File: src/rtl/fanctl_pkg.sv
package fanctl_pkg;
    typedef enum logic [1:0] {
        FC_BOOT = 2'd0,
        FC_RUN  = 2'd1,
        FC_STOP = 2'd2
    } fc_state_e;

    localparam int unsigned RPM_PER_CODE = 100;
endpackage

File: src/rtl/fanctl_code_scale.sv
module fanctl_code_scale #(
    parameter int unsigned CODE_W = 8,
    parameter int unsigned RPM_W  = 16
) (
    input  logic [CODE_W-1:0] code,
    output logic [RPM_W-1:0]  rpm
);
    localparam int unsigned PROD_W = RPM_W + 8;
    logic [PROD_W-1:0] prod;

    always_comb begin
        prod = PROD_W'(code) * PROD_W'(fanctl_pkg::RPM_PER_CODE);
        rpm  = prod[RPM_W-1:0];
    end
endmodule

File: src/rtl/fanctl_temp_cmp.sv
module fanctl_temp_cmp #(
    parameter int unsigned TEMP_W = 8
) (
    input  logic [TEMP_W-1:0] temp,
    input  logic [TEMP_W-1:0] stop_temp,
    input  logic [TEMP_W-1:0] start_temp,
    input  logic [TEMP_W-1:0] target_temp,
    output logic              below_stop,
    output logic              above_start,
    output logic              above_target,
    output logic              below_target
);
    always_comb begin
        below_stop   = temp < stop_temp;
        above_start  = temp > start_temp;
        above_target = temp > target_temp;
        below_target = temp < target_temp;
    end
endmodule

File: src/rtl/fanctl_stepper.sv
module fanctl_stepper #(
    parameter int unsigned RPM_W = 16
) (
    input  logic [RPM_W-1:0] cur_rpm,
    input  logic [RPM_W-1:0] step_rpm,
    input  logic             go_up,
    input  logic             go_down,
    input  logic [RPM_W-1:0] lo_rpm,
    input  logic [RPM_W-1:0] hi_rpm,
    output logic [RPM_W-1:0] next_rpm
);
    localparam int unsigned EXT_W = RPM_W + 1;
    logic [EXT_W-1:0] raw;

    always_comb begin
        if (go_up) begin
            raw = EXT_W'(cur_rpm) + EXT_W'(step_rpm);
        end else if (go_down) begin
            raw = (step_rpm > cur_rpm) ? '0 : EXT_W'(cur_rpm - step_rpm);
        end else begin
            raw = EXT_W'(cur_rpm);
        end
        if (raw > EXT_W'(hi_rpm)) begin
            next_rpm = hi_rpm;
        end else if (raw < EXT_W'(lo_rpm)) begin
            next_rpm = lo_rpm;
        end else begin
            next_rpm = raw[RPM_W-1:0];
        end
    end
endmodule

File: src/rtl/thermal_fan_ctrl.sv
module thermal_fan_ctrl #(
    parameter int unsigned TEMP_W = 8,
    parameter int unsigned CODE_W = 8,
    parameter int unsigned RPM_W  = 16
) (
    input  logic              clk,
    input  logic              rst_n,
    input  logic              temp_valid,
    input  logic [TEMP_W-1:0] temp_sample,
    input  logic [TEMP_W-1:0] cfg_stop_temp,
    input  logic [TEMP_W-1:0] cfg_start_temp,
    input  logic [TEMP_W-1:0] cfg_target_temp,
    input  logic [CODE_W-1:0] cfg_min_code,
    input  logic [CODE_W-1:0] cfg_max_code,
    input  logic [RPM_W-1:0]  cfg_step_rpm,
    input  logic              cfg_zero_en,
    output logic [RPM_W-1:0]  rpm_cmd,
    output logic              fan_on
);
    import fanctl_pkg::*;

    localparam int unsigned N_LIMITS = 2;

    fc_state_e         state_q, state_d;
    logic [RPM_W-1:0]  rpm_q, rpm_d;
    logic [CODE_W-1:0] lim_code [N_LIMITS];
    logic [RPM_W-1:0]  lim_rpm  [N_LIMITS];
    logic [RPM_W-1:0]  min_rpm, max_rpm, cur_rpm, stepped_rpm;
    logic below_stop, above_start, above_target, below_target;

    assign lim_code[0] = cfg_min_code;
    assign lim_code[1] = cfg_max_code;

    for (genvar gi = 0; gi < N_LIMITS; gi++) begin : g_scale
        fanctl_code_scale #(.CODE_W(CODE_W), .RPM_W(RPM_W)) u_scale (
            .code (lim_code[gi]),
            .rpm  (lim_rpm[gi])
        );
    end

    assign min_rpm = lim_rpm[0];
    assign max_rpm = lim_rpm[1];

    fanctl_temp_cmp #(.TEMP_W(TEMP_W)) u_cmp (
        .temp         (temp_sample),
        .stop_temp    (cfg_stop_temp),
        .start_temp   (cfg_start_temp),
        .target_temp  (cfg_target_temp),
        .below_stop   (below_stop),
        .above_start  (above_start),
        .above_target (above_target),
        .below_target (below_target)
    );

    // Before the first sample the fan runs at the ceiling, so stepping starts there.
    assign cur_rpm = (state_q == FC_BOOT) ? max_rpm : rpm_q;

    fanctl_stepper #(.RPM_W(RPM_W)) u_step (
        .cur_rpm  (cur_rpm),
        .step_rpm (cfg_step_rpm),
        .go_up    (above_target),
        .go_down  (below_target),
        .lo_rpm   (min_rpm),
        .hi_rpm   (max_rpm),
        .next_rpm (stepped_rpm)
    );

    // Next-state and next-speed decision, evaluated for a valid sample.
    always_comb begin
        state_d = state_q;
        rpm_d   = rpm_q;
        unique case (state_q)
            FC_BOOT, FC_RUN: begin
                if (cfg_zero_en && below_stop) begin
                    state_d = FC_STOP;
                    rpm_d   = '0;
                end else begin
                    state_d = FC_RUN;
                    rpm_d   = stepped_rpm;
                end
            end
            FC_STOP: begin
                if (!cfg_zero_en || above_start) begin
                    state_d = FC_RUN;
                    rpm_d   = min_rpm;
                end else begin
                    state_d = FC_STOP;
                    rpm_d   = '0;
                end
            end
            default: begin
                state_d = FC_BOOT;
                rpm_d   = '0;
            end
        endcase
    end

    // State register: advances only on a valid sample.
    always_ff @(posedge clk or negedge rst_n) begin
        if (!rst_n) begin
            state_q <= FC_BOOT;
            rpm_q   <= '0;
        end else if (temp_valid) begin
            state_q <= state_d;
            rpm_q   <= rpm_d;
        end
    end

    // Outputs.
    always_comb begin
        unique case (state_q)
            FC_BOOT: begin
                fan_on  = 1'b1;
                rpm_cmd = max_rpm;
            end
            FC_RUN: begin
                fan_on  = 1'b1;
                rpm_cmd = rpm_q;
            end
            FC_STOP: begin
                fan_on  = 1'b0;
                rpm_cmd = '0;
            end
            default: begin
                fan_on  = 1'b1;
                rpm_cmd = max_rpm;
            end
        endcase
    end
endmodule

File: config.mk
export PLATFORM = sky130hd
export DESIGN_NAME = thermal_fan_ctrl
export DESIGN_NICKNAME = d
export VERILOG_FILES = /design/src/rtl/fanctl_pkg.sv /design/src/rtl/fanctl_code_scale.sv /design/src/rtl/fanctl_temp_cmp.sv /design/src/rtl/fanctl_stepper.sv /design/src/rtl/thermal_fan_ctrl.sv
export SDC_FILE = /design/constraint.sdc
export NUM_CORES = 1
export LEC_CHECK = 0
export ABC_AREA = 1
export BUFFER_PORTS_ARGS = -buffer_cell sky130_fd_sc_hd__buf_2
export CORE_AREA = 2 2 111 113
export DETAILED_ROUTE_END_ITERATION = 10
export DIE_AREA = 0 0 113 115
export GPL_TIMING_DRIVEN = 0
export PLACE_DENSITY = 0.83
export SYNTH_ARGS = -nofsm -noshare
export SYNTH_HDL_FRONTEND = slang
export SYNTH_HIERARCHICAL = 1
export SYNTH_SLANG_ARGS = --single-unit
File: constraint.sdc
create_clock -name clk -period 9.4 [get_ports clk]
set_clock_uncertainty 0.05 [all_clocks]
set_input_delay 1.41 -clock clk [delete_from_list [all_inputs] [get_ports clk]]
set_output_delay 1.41 -clock clk [all_outputs]
set_load 0.02 [all_outputs]
==> impl_metrics.yaml <==
worst_setup_path:
  r2r_start: "state_q[0]"
  max_stage_delay_ns: 0.50
  cp_max_fo: 10
  cp-endpoint: "rpm_q[7]"
  worstSetupStartpointType: "primary input"
  setup.worst_path.start: "cfg_max_code[3]"
  rr_worst_depth: 38
  crit_path_top_delay_cell: "fa_1"
  critPathRequiredTime_ns: 9.49
  path_common_cell: "nand2_1"
  critPathKind: "in2reg"
  cp-end-kind: "flip-flop"
  r2r_end: "rpm_q[7]"
  rrSetupSlack_ns: 3.39
  arrival_ns: 8.12
die:
  io_pins: 85
  chipWidth_um: 113
  die_h_um: 115
  dieArea_um2: 13000
  start_util: 0.586
  core_area_um2: 11800
  rows: 40
final_layout:
  multi_input_area_um2: 5380
  num_antenna_cells: 0
  syn2layout_area_growth_pct: 10.2
  num-nets-final: 1449
  drive_above_1_share: 0.141
  n_fill_cell: 1145
  seq_area_um2: 450
timing:
  slew_viol_final: 0
  fmax_mhz: 125
  fin_tns_setup_ns: 0
  worst_slew_pin_slew_ns: 0.849
  hold_viol: 0
  final.min_clock_period_ns: 8.03
  hold_ws_ns: 0.430
  fin_crit_sh: 0.854
  max_slew_margin: 0.428
  setup-violations-final: 0
  grt_setup_unrepaired: "false"
  fin_ws_ns: 1.37
outcome:
  violations: "DRC"
  status: "complete, but fails checks"
logic_synthesis:
  synth-seq-area-share: 0.0651
  synth_top_area_cell: "ha_1"
  syn_avg_cell_area_um2: 6.11
  yosys_warnings: 6
  postSynthCellCount: 1132
  synthFlopType: "dfrtp_1"
  async_reset_ff_frac: 1.00
  ys_top_cells_by_count: "nand2_1 (328), inv_1 (199), ha_1 (148)"
  synth_edf_count: 0
  yosys.area.top_type_share: 0.268
  synth-seq-cells: 18
  synth.most_common_cell: "nand2_1"
  synth_area_leaders: "ha_1 (27%), nand2_1 (18%), inv_1 (11%), nand3_1 (6.9%), dfrtp_1 (6.5%)"
  synth.distinct_cells: 50
  synth_area_um2: 6920
power_and_ir_drop:
  power_frac_clock: 0.044
  switching_share: 0.605
  p_int_mw: 0.873
  power_density_nw_per_um2: 290
  p_switching_mw: 1.34
  seqPwrFrac: 0.058
  p_leak_nw: 4.73
  ir_drop_mv: 0.106
  comb_power_share: 0.897
clock_tree:
  ctsHoldBuffers: 0
  clockBufferDepth: 2
  root_buffer: "clkbuf_16"
  post_cts_buffers: 0
  path_clk_slew_ns: 0.06
  clk_latency_ns: 0.25
  cts_max_level: 1
  cts_sinks: 18
  post_cts_resized: 0
  cts_tree: "yes"
  cts_buffers: 3
grt:
  grt_max_degree: 19
  grt_overflow: 0
  grt_first_pass_wirelength_um: 29600
  grt_usage: 0.273
  grt_antenna_before_repair: 0
  grt_pass1_vias: 6635
job:
  max_cap_viol_count: 0
routing:
  wl_per_cell_um: 13.2
  finalWirelength_um: 18100
  viasPerCell: 5.35
  drc: 3
  drt_iter0_markers: 624
  routed-via-count: 7331
  dr.pass1.iters: 8
  ant_nets: 0
placement:
  dp_hpwl_um: 15600
  pre_cts_ws_ns: 1.31
  place.port_buffers: 84
  gp_congestion: 1.00
hold_path:
  hold_path.class: "reg2reg"
[final cells by class]
class	count	area share
timing repair buffer	84	0.0551
clock buffer	4	0.0117
multi-input combinational	859	0.706
inverter	215	0.106
buffer	44	0.0382
sequential	18	0.0591
tap	147	0.0241
[cell families (layout without fill, tap and decap cells)]
| kind of cell | count (synthesis) | in the layout | share of synthesized area |
|---|---|---|---|
| other | 2 | 6 | 0.00109 |
| adders and majority gates | 156 | 156 | 0.291 |
| xor gates and xnor gates | 22 | 22 | 0.0289 |
| DFF | 18 | 18 | 0.0651 |
| AOI/OAI and AO/OA | 167 | 167 | 0.141 |
| and+or+nand+nor | 508 | 508 | 0.314 |
| buffers and inverters | 259 | 347 | 0.159 |
[routing by layer]
metal  vias up  wire length, um  track usage  share of wire
li1       3774                -            -              -
met1      3296             8160        0.355           0.45
met2       227             8500        0.491           0.47
met3        34              926       0.0100          0.051
met4         0              526       0.0894          0.029
met5         -                0            0              0
[critical path: cells and delay by family]
family / cells / cell delay (ns)
AOI/OAI and AO/OA: 10 / 1.72
adders and majority gates: 6 / 2.01
buffers and inverters: 8 / 1.08
and+or+nand+nor: 21 / 1.85
[sequential cells by signal (all words and copies together), names as in the netlist]
| signal | count |
|---|---|
| state_q | 2 |
| rpm_q | 16 |
[worst min-delay path by stage]
stage               from        end  slack [ns]  cells after the start
2_1_floorplan   rpm_q[0]   rpm_q[0]        0.40                      2
3_3_place_gp   rpm_q[10]  rpm_q[10]        0.41                      2
3_5_place_dp   rpm_q[10]  rpm_q[10]        0.42                      2
4_1_cts        rpm_q[10]  rpm_q[10]        0.43                      2
5_1_grt         rpm_q[2]   rpm_q[2]        0.45                      2
6_report       rpm_q[10]  rpm_q[10]        0.43                      2
[power by group through the flow]
stage / clock [mW] / sequential (mW) / combinational [mW]
detailed placement: 0 / 0.129 / 1.94
finish: 0.0976 / 0.129 / 1.98
global route: 0.100 / 0.132 / 2.21
global placement: 0 / 0.129 / 1.90
CTS: 0.0979 / 0.128 / 1.95
floorplan: 0 / 0.122 / 1.49
[stage by stage]
stage	total power [mW]	util	cell area (um^2)	std cells
finish	2.21	0.646	7620	1371
global route	2.44	0.646	7620	1371
CTS	2.18	0.646	7620	1371
detailed placement	2.07	0.638	7540	1367
global placement	2.03	0.638	7540	1367
floorplan	1.61	-	6930	1136
[placed cells by master (no fill, tap or decap), drive strengths merged]
master    n
xnor2     4
nand3    98
fa        8
clkbuf   11
a21boi    2
conb      6
o21a      1
or2       3
o22ai    16
ha      148
dfrtp    18
and2      1
nand4     4
clkinv    4
o31ai     2
inv     211
nor3      7
a21oi    73
nand3b    5
a22oi     1
nand2   342
a21o      8
a22o      1
nor2     48
o21bai    4
a31oi     3
buf     121
a211oi    3
o211ai    5
xor2     18
o21ai    48
Note: power is estimated with default switching activity, not from simulation.
